**src/rtl/imu_seq_pkg.sv**
```systemverilog
package imu_seq_pkg;

    typedef enum logic [3:0] {
        ST_IDLE,
        ST_ISSUE,
        ST_RESP,
        ST_HOLD,
        ST_POLL_WAIT,
        ST_POLL_ISSUE,
        ST_POLL_RESP,
        ST_DONE,
        ST_FAIL
    } seq_state_e;

    typedef enum logic [1:0] {
        HOLD_NONE,
        HOLD_PATH,
        HOLD_CLK
    } hold_e;

    localparam int STEP_W = 4;

    // Step indices whose position drives the control flow
    localparam logic [STEP_W-1:0] STEP_SOFT_RESET = 4'd0;
    localparam logic [STEP_W-1:0] STEP_PATH_RESET = 4'd1;
    localparam logic [STEP_W-1:0] STEP_PORT_OFF   = 4'd3;
    localparam logic [STEP_W-1:0] STEP_LAST       = 4'd8;

    // Register polled for the self-clearing reset flag, and that flag
    localparam logic [7:0] PWR_CTRL_REG  = 8'h6B;
    localparam logic [7:0] RESET_FLAG    = 8'h80;

    typedef struct packed {
        logic [7:0] reg_addr;
        logic [7:0] value;
        hold_e      hold;
    } step_t;

    typedef struct packed {
        seq_state_e          state;
        logic [STEP_W-1:0]   step;
        logic                spi;
        logic                ready;
        logic                error;
    } seq_regs_t;

    // Fixed bring-up program, one register write per step
    function automatic step_t step_lookup(input logic [STEP_W-1:0] idx);
        step_t s;
        unique case (idx)
            4'd0:    s = '{reg_addr: 8'h6B, value: 8'h80, hold: HOLD_NONE};
            4'd1:    s = '{reg_addr: 8'h68, value: 8'h07, hold: HOLD_PATH};
            4'd2:    s = '{reg_addr: 8'h6B, value: 8'h03, hold: HOLD_CLK};
            4'd3:    s = '{reg_addr: 8'h6A, value: 8'h10, hold: HOLD_NONE};
            4'd4:    s = '{reg_addr: 8'h6C, value: 8'h00, hold: HOLD_NONE};
            4'd5:    s = '{reg_addr: 8'h1A, value: 8'h01, hold: HOLD_NONE};
            4'd6:    s = '{reg_addr: 8'h1B, value: 8'h10, hold: HOLD_NONE};
            4'd7:    s = '{reg_addr: 8'h1C, value: 8'h10, hold: HOLD_NONE};
            4'd8:    s = '{reg_addr: 8'h37, value: 8'h10, hold: HOLD_NONE};
            default: s = '{reg_addr: 8'h00, value: 8'h00, hold: HOLD_NONE};
        endcase
        return s;
    endfunction

    // Steps that only apply to a serial-peripheral link
    function automatic logic step_spi_only(input logic [STEP_W-1:0] idx);
        return idx == STEP_PORT_OFF;
    endfunction

endpackage

```
**src/rtl/imu_seq_timer.sv**
```systemverilog
module imu_seq_timer #(
    parameter int CNT_W = 8
) (
    input  logic             clk,
    input  logic             rst_n,
    input  logic             load,
    input  logic [CNT_W-1:0] load_val,
    output logic             expired
);

    logic [CNT_W-1:0] cnt_d, cnt_q;

    always_comb begin
        cnt_d = cnt_q;
        if (load) begin
            cnt_d = load_val;
        end else if (cnt_q != '0) begin
            cnt_d = cnt_q - 1'b1;
        end
    end

    always_ff @(posedge clk or negedge rst_n) begin
        if (!rst_n) begin
            cnt_q <= '0;
        end else begin
            cnt_q <= cnt_d;
        end
    end

    assign expired = (cnt_q == '0);


    tmr_step_chk: assert property (@(posedge clk) disable iff (!rst_n)
        (!load && cnt_q != '0) |=> (cnt_q == $past(cnt_q) - 1'b1));

endmodule

```
**src/rtl/imu_seq_poll.sv**
```systemverilog
module imu_seq_poll #(
    parameter int MAX_POLLS = 20
) (
    input  logic clk,
    input  logic rst_n,
    input  logic clear,
    input  logic bump,
    output logic last
);

    localparam int PW = $clog2(MAX_POLLS + 1);

    logic [PW-1:0] cnt_d, cnt_q;

    always_comb begin
        cnt_d = cnt_q;
        if (clear) begin
            cnt_d = '0;
        end else if (bump) begin
            cnt_d = cnt_q + 1'b1;
        end
    end

    always_ff @(posedge clk or negedge rst_n) begin
        if (!rst_n) begin
            cnt_q <= '0;
        end else begin
            cnt_q <= cnt_d;
        end
    end

    assign last = (cnt_q == PW'(MAX_POLLS - 1));


    poll_bound_chk: assert property (@(posedge clk) disable iff (!rst_n)
        cnt_q < PW'(MAX_POLLS));

endmodule

```
**src/rtl/imu_seq_rom.sv**
```systemverilog
module imu_seq_rom
    import imu_seq_pkg::*;
(
    input  logic [STEP_W-1:0] idx,
    input  logic              spi,
    output logic [7:0]        reg_addr,
    output logic [7:0]        value,
    output hold_e             hold,
    output logic [STEP_W-1:0] next_idx
);

    step_t             ent;
    logic [STEP_W-1:0] inc;

    always_comb begin
        ent      = step_lookup(idx);
        reg_addr = ent.reg_addr;
        value    = ent.value;
        hold     = ent.hold;
        inc      = idx + 1'b1;
        next_idx = (step_spi_only(inc) && !spi) ? inc + 1'b1 : inc;
    end

endmodule

```
**src/rtl/imu_bringup_seq.sv**
```systemverilog
module imu_bringup_seq
    import imu_seq_pkg::*;
#(
    parameter int ADDR_W         = 8,
    parameter int DATA_W         = 8,
    parameter int LEN_W          = 4,
    parameter int RESET_WAIT_CYC = 5_000_000,
    parameter int PATH_WAIT_CYC  = 200_000,
    parameter int CLK_WAIT_CYC   = 200_000,
    parameter int MAX_POLLS      = 20
) (
    input  logic              clk,
    input  logic              rst_n,
    input  logic              start,
    input  logic              spi_link,
    output logic              cmd_valid,
    input  logic              cmd_ready,
    output logic              cmd_write,
    output logic [ADDR_W-1:0] cmd_addr,
    output logic [LEN_W-1:0]  cmd_len,
    output logic [DATA_W-1:0] cmd_wdata,
    input  logic              rsp_valid,
    input  logic [DATA_W-1:0] rsp_rdata,
    output logic              busy,
    output logic              ready,
    output logic              error
);

    localparam int LONG_A  = (RESET_WAIT_CYC > PATH_WAIT_CYC) ? RESET_WAIT_CYC : PATH_WAIT_CYC;
    localparam int LONGEST = (LONG_A > CLK_WAIT_CYC) ? LONG_A : CLK_WAIT_CYC;
    localparam int TMR_W   = $clog2(LONGEST + 1);
    localparam logic [TMR_W-1:0] RESET_LOAD = TMR_W'(RESET_WAIT_CYC - 1);
    localparam logic [TMR_W-1:0] PATH_LOAD  = TMR_W'(PATH_WAIT_CYC - 1);
    localparam logic [TMR_W-1:0] CLK_LOAD   = TMR_W'(CLK_WAIT_CYC - 1);
    localparam logic [DATA_W-1:0] FLAG_MASK = DATA_W'(RESET_FLAG);

    seq_regs_t         seq_d, seq_q;
    logic              tmr_load;
    logic [TMR_W-1:0]  tmr_val;
    logic              tmr_expired;
    logic              poll_clr;
    logic              poll_bump;
    logic              poll_last;
    logic              advance;
    logic              flag_clear;
    logic [7:0]        step_addr;
    logic [7:0]        step_value;
    hold_e             step_hold;
    logic [STEP_W-1:0] step_next;

    imu_seq_rom u_rom (
        .idx      (seq_q.step),
        .spi      (seq_q.spi),
        .reg_addr (step_addr),
        .value    (step_value),
        .hold     (step_hold),
        .next_idx (step_next)
    );

    imu_seq_timer #(.CNT_W(TMR_W)) u_timer (
        .clk      (clk),
        .rst_n    (rst_n),
        .load     (tmr_load),
        .load_val (tmr_val),
        .expired  (tmr_expired)
    );

    imu_seq_poll #(.MAX_POLLS(MAX_POLLS)) u_poll (
        .clk   (clk),
        .rst_n (rst_n),
        .clear (poll_clr),
        .bump  (poll_bump),
        .last  (poll_last)
    );

    assign flag_clear = ((rsp_rdata & FLAG_MASK) == '0);

    always_comb begin
        seq_d     = seq_q;
        tmr_load  = 1'b0;
        tmr_val   = '0;
        poll_clr  = 1'b0;
        poll_bump = 1'b0;
        advance   = 1'b0;

        unique case (seq_q.state)
            ST_IDLE, ST_DONE, ST_FAIL: begin
                if (start) begin
                    seq_d.state = ST_ISSUE;
                    seq_d.step  = STEP_SOFT_RESET;
                    seq_d.spi   = spi_link;
                    seq_d.ready = 1'b0;
                    seq_d.error = 1'b0;
                    poll_clr    = 1'b1;
                end
            end
            ST_ISSUE: begin
                if (cmd_ready) begin
                    seq_d.state = ST_RESP;
                end
            end
            ST_RESP: begin
                if (rsp_valid) begin
                    if (seq_q.step == STEP_SOFT_RESET) begin
                        tmr_load    = 1'b1;
                        tmr_val     = RESET_LOAD;
                        seq_d.state = ST_POLL_WAIT;
                    end else if (step_hold == HOLD_PATH) begin
                        tmr_load    = 1'b1;
                        tmr_val     = PATH_LOAD;
                        seq_d.state = ST_HOLD;
                    end else if (step_hold == HOLD_CLK) begin
                        tmr_load    = 1'b1;
                        tmr_val     = CLK_LOAD;
                        seq_d.state = ST_HOLD;
                    end else begin
                        advance = 1'b1;
                    end
                end
            end
            ST_HOLD: begin
                if (tmr_expired) begin
                    advance = 1'b1;
                end
            end
            ST_POLL_WAIT: begin
                if (tmr_expired) begin
                    seq_d.state = ST_POLL_ISSUE;
                end
            end
            ST_POLL_ISSUE: begin
                if (cmd_ready) begin
                    seq_d.state = ST_POLL_RESP;
                end
            end
            ST_POLL_RESP: begin
                if (rsp_valid) begin
                    if (flag_clear) begin
                        seq_d.step  = STEP_PATH_RESET;
                        seq_d.state = ST_ISSUE;
                    end else if (poll_last) begin
                        seq_d.state = ST_FAIL;
                        seq_d.error = 1'b1;
                    end else begin
                        poll_bump   = 1'b1;
                        tmr_load    = 1'b1;
                        tmr_val     = RESET_LOAD;
                        seq_d.state = ST_POLL_WAIT;
                    end
                end
            end
            default: begin
                seq_d.state = ST_IDLE;
            end
        endcase

        if (advance) begin
            if (seq_q.step == STEP_LAST) begin
                seq_d.state = ST_DONE;
                seq_d.ready = 1'b1;
            end else begin
                seq_d.step  = step_next;
                seq_d.state = ST_ISSUE;
            end
        end
    end

    always_ff @(posedge clk or negedge rst_n) begin
        if (!rst_n) begin
            seq_q <= '{state: ST_IDLE, step: '0, spi: 1'b0, ready: 1'b0, error: 1'b0};
        end else begin
            seq_q <= seq_d;
        end
    end

    assign cmd_valid = (seq_q.state == ST_ISSUE) || (seq_q.state == ST_POLL_ISSUE);
    assign cmd_write = (seq_q.state == ST_ISSUE);
    assign cmd_addr  = (seq_q.state == ST_POLL_ISSUE) ? ADDR_W'(PWR_CTRL_REG) : ADDR_W'(step_addr);
    assign cmd_wdata = (seq_q.state == ST_ISSUE) ? DATA_W'(step_value) : '0;
    assign cmd_len   = LEN_W'(1);
    assign busy      = !((seq_q.state == ST_IDLE) || (seq_q.state == ST_DONE) ||
                         (seq_q.state == ST_FAIL));
    assign ready     = seq_q.ready;
    assign error     = seq_q.error;


    cmd_hold_chk: assert property (@(posedge clk) disable iff (!rst_n)
        (cmd_valid && !cmd_ready) |=> (cmd_valid && $stable(cmd_addr) &&
                                       $stable(cmd_wdata) && $stable(cmd_write)));


    ready_excl_chk: assert property (@(posedge clk) disable iff (!rst_n)
        ready |-> (!error && !cmd_valid && !busy));


    err_cause_chk: assert property (@(posedge clk) disable iff (!rst_n)
        $rose(error) |-> ($past(rsp_valid) && $past(rsp_rdata[7])));


    start_clear_chk: assert property (@(posedge clk) disable iff (!rst_n)
        (start && !busy) |=> (busy && !ready && !error));


    no_issue_early_chk: assert property (@(posedge clk) disable iff (!rst_n)
        (busy && !cmd_valid && !rsp_valid && !tmr_expired) |=> !cmd_valid);

endmodule

```
**config.mk**
```make
export PLATFORM = sky130hd
export DESIGN_NAME = imu_bringup_seq
export DESIGN_NICKNAME = d
export VERILOG_FILES = /design/src/rtl/imu_seq_pkg.sv /design/src/rtl/imu_seq_timer.sv /design/src/rtl/imu_seq_poll.sv /design/src/rtl/imu_seq_rom.sv /design/src/rtl/imu_bringup_seq.sv
export SDC_FILE = /design/constraint.sdc
export NUM_CORES = 1
export LEC_CHECK = 0
export CAP_MARGIN = 5
export CELL_PAD_IN_SITES_DETAIL_PLACEMENT = 0
export CELL_PAD_IN_SITES_GLOBAL_PLACEMENT = 1
export CORE_MARGIN = 10
export CORE_UTILIZATION = 44
export CTS_CLUSTER_DIAMETER = 60
export CTS_CLUSTER_SIZE = 8
export DETAILED_ROUTE_END_ITERATION = 10
export PLACE_DENSITY = 0.95
export SETUP_SLACK_MARGIN = 0.15
export SYNTH_ARGS = -nofsm -noshare
export SYNTH_HDL_FRONTEND = slang
export SYNTH_SLANG_ARGS = --single-unit
```
**constraint.sdc**
```tcl
create_clock -name clk -period 4.5 [get_ports clk]
set_input_delay 0.9 -clock clk [delete_from_list [all_inputs] [get_ports clk]]
set_output_delay 0.9 -clock clk [all_outputs]
set_load 0.02 [all_outputs]
```
==> impl_metrics.ini <==
[setup_path]
critical-path-slowest-cell = clkdlybuf4s50_1
required_ns = 3.60
path_class = flip-flop to primary output
path_max_fanout = 10
crit_start = seq_q[3]
r2r_cells = 6
worstReg2RegStart = u_timer.cnt_q[11]
startpoint_type = flip-flop
max_stage_delay_ns = 0.62
worstReg2RegEnd = seq_q[9]
endpoint_kind = primary output
worst_ep_arrival_time_ns = 2.57
cp_cell_sequence = inv_1, ha_1, or3b_2, a21oi_1, clkdlybuf4s50_1
rrSetupSlack_ns = 1.80

[grt]
grt_max_degree = 40
grt_pass1_wl_mm = 9.763
grt_util_all_layers_pct = 13.14
antenna_found_initial = 0
overflow = 0
grt_pass1_vias = 2051

[worst_hold_path]
hp-class = flip-flop to flip-flop
min_from = u_timer.cnt_q[5]
hold_path_end = u_timer.cnt_q[5]
holdPathStages = 2

[synth]
synth_compound_area_share_pct = 13.93
async_flop_share_pct = 100.0
synth_seq_cells = 39
synthCells = 297
synth_top_area_share_pct = 38.52
synth_edf_count = 0
synthTopCellsByArea = dfrtp_1, nor2_1, nand2_1, xnor2_1, o21ai_0
yosys.area_share.simple_pct = 27.70
avgSynthCellArea_um2 = 8.531
synthDistinctLibCells = 49
synth-xor-area-share_pct = 7.605
synth_ff_type = dfrtp_1
synth-adder-area-share_pct = 3.852
mappedNetlistArea_mm2 = 0.002534
synth_top_family_by_area = simple AND/OR/NAND/NOR gates
synth-seq-area-share_pct = 38.52
synth_largest_area_cell = dfrtp_1
yosysWarnings = 0
synth_mux_area_share_pct = 2.420

[timing]
drv_slew = 0
rsz0062_at_grt = no
tightest_slew_ns = 0.8875
max_freq_mhz = 288.2
fin_tns_setup_ns = 0
min_period_over_period_pct = 77.10
slew_headroom_pct = 40.34
fin_ws_ns = 1.031
hold_viol = 0
skew_ns = 0.009286
finalSetupViolCount = 0
fin_crit_ns = 3.469

[layout]
n_fill_cell = 534
final-instance-count-excl-fill = 386
layout-drive-gt1-share_pct = 6.051
nets = 334
area_growth_pct = 13.93
regArea_um2 = 975.9
fin_util_pct = 52.10
antenna_cells_inserted = 0
multi_input_area_mm2 = 0.001436

[drt]
drt_iter0_markers = 84
wl_met3_um = 246
routed.top_layer = met4
wl_per_cell_um = 14.37
wl_mm = 5.548
met2_length_mm = 2.571
routedLengthMet1_mm = 2.680
ant_nets = 0
firstDrtPassIters = 4
drc_errors = 0
via_per_inst = 5.479
num_vias = 2115

[clocking]
ctsResizeCount = 0
cts.reportedPaths.clkPinSlew_ns = 0.08
cts_root_buf = clkbuf_8
cts_buffers = 5
clock-sinks = 39
cts_tree = yes
h-tree-depth = 2
clk_latency_ns = 0.30
ctsHoldBuffers = 0
post-cts-setup-buffers = 0
cts.path.max_buffers = 2

[floorplan]
initial_core_util_pct = 45.73
rows = 27
pin_count = 39
die_area_mm2 = 0.009194
coreArea_mm2 = 0.005540
die_x_um = 95.89
die_h_um = 95.89

[power_and_ir_drop]
p_per_area_mw_per_mm2 = 532.0
irDropWorstVdd_v = 0.0002200
power.leakage_nw = 1.181

[run]
maxCapViolations = 0

[placed_design]
place.gp.congestion = 0.8592
dp_hpwl_mm = 4.080
place_ws_ns = 1.365
numPortBuffers = 23
dp_cells = 378

[status]
outcome = completed
==> report_power, final <==
part / total [mW] / switching, mW / internal (mW)
clock: 0.304 / 0.124 / 0.179
sequential: 0.614 / 0.147 / 0.467
combinational: 0.618 / 0.336 / 0.283
==> through the flow <==
step / cell area [um^2] / power [mW] / hold WS (ns)
floorplan: 2556 / 1.061 / 0.4841
CTS: 2887 / 1.548 / 0.5372
global placement: 2769 / 1.218 / 0.5018
global route: 2887 / 1.673 / 0.5712
detailed placement: 2769 / 1.238 / 0.5155
finish: 2887 / 1.536 / 0.5359
==> worst max-delay path: cells and delay by family (launching register included) <==
kind | cells | cell delay, ns
flops | 1 | 0.54
fa+ha+maj | 1 | 0.39
simple gates | 1 | 0.46
buf+inv | 2 | 0.74
compound gates | 1 | 0.15
==> metal layers <==
| metal | track usage (%) | up-vias |
|---|---|---|
| li1 | - | 1056 |
| met5 | 0 | - |
| met3 | 3.502 | 2 |
| met4 | 4.054 | 0 |
| met1 | 17.28 | 1027 |
| met2 | 20.60 | 30 |
==> cell usage after synthesis (2+ instances only) <==
cell type   n
a21oi_1    16
o31ai_1     2
nor3_1     14
o21ai_1     2
nand2_1    29
or3_1       3
and2_1      5
xor2_1     10
nor2_1     31
nor3b_1     4
nand3b_1    3
or3b_2      2
o21a_1      2
xnor2_1    12
nand4_1     3
and3_1      3
dfrtp_1    39
o22ai_1     2
clkbuf_1   12
o21ai_0    19
conb_1      2
nor4_2      2
or4_1       2
nor2b_1     9
ha_1        7
nor4_1      6
a31oi_1     2
nand2b_1    4
mux2i_1     5
nand3_1     7
a211o_1     2
inv_1       9
o211ai_1    3
buf_4       8
nor4b_1     2
==> sequential cells by signal, summed over array words and instances (netlist names) <==
name           count
u_timer.cnt_q     23
seq_q              9
u_poll.cnt_q       5
error              1
ready              1
==> kinds of logic (layout without fill, tap and decap cells) <==
logic type / count (synthesis) / in the layout
and+or+nand+nor: 132 / 132
buffers and inverters: 30 / 41
muxes: 6 / 6
AOI/OAI and AO/OA: 58 / 58
xor gates and xnor gates: 22 / 22
adders and majority gates: 8 / 8
DFF: 39 / 39
other: 2 / 8
==> layout make-up <==
cell class	instances	share of cell area, %
timing repair buffer	24	8.062
clock buffer	6	2.861
multi-input combinational	234	49.76
sequential	39	33.81
inverter	9	1.170
clock inverter	2	1.214
tap	72	3.121
==> worst max path at each step <==
| stage | end | slack (ns) | cells after the start |
|---|---|---|---|
| final | cmd_addr[2] | 1.03 | 5 |
| after global routing | cmd_addr[1] | 0.89 | 7 |
| after CTS | cmd_addr[2] | 1.02 | 5 |
| after detailed placement | cmd_addr[2] | 1.36 | 5 |
| after global placement | cmd_addr[2] | 1.39 | 5 |
| after floorplan | cmd_wdata[0] | 1.71 | 5 |
==> cell usage in the layout, fill, tap and decap left out, drive strengths merged, types with 4 or more instances in the layout <==
cell / synthesis / final
dfrtp: 39 / 39
nor2: 31 / 31
nand2: 29 / 29
clkdlybuf4s50: 0 / 22
o21ai: 21 / 21
a21oi: 16 / 16
nor3: 14 / 14
xnor2: 12 / 12
xor2: 10 / 10
nor2b: 9 / 9
inv: 9 / 9
conb: 2 / 8
nor4: 8 / 8
nand3: 7 / 7
ha: 7 / 7
clkbuf: 12 / 6
and2: 5 / 5
mux2i: 5 / 5
nand2b: 5 / 5
nor3b: 4 / 4
nand4: 4 / 4
Power figures use the tool's default switching activity.
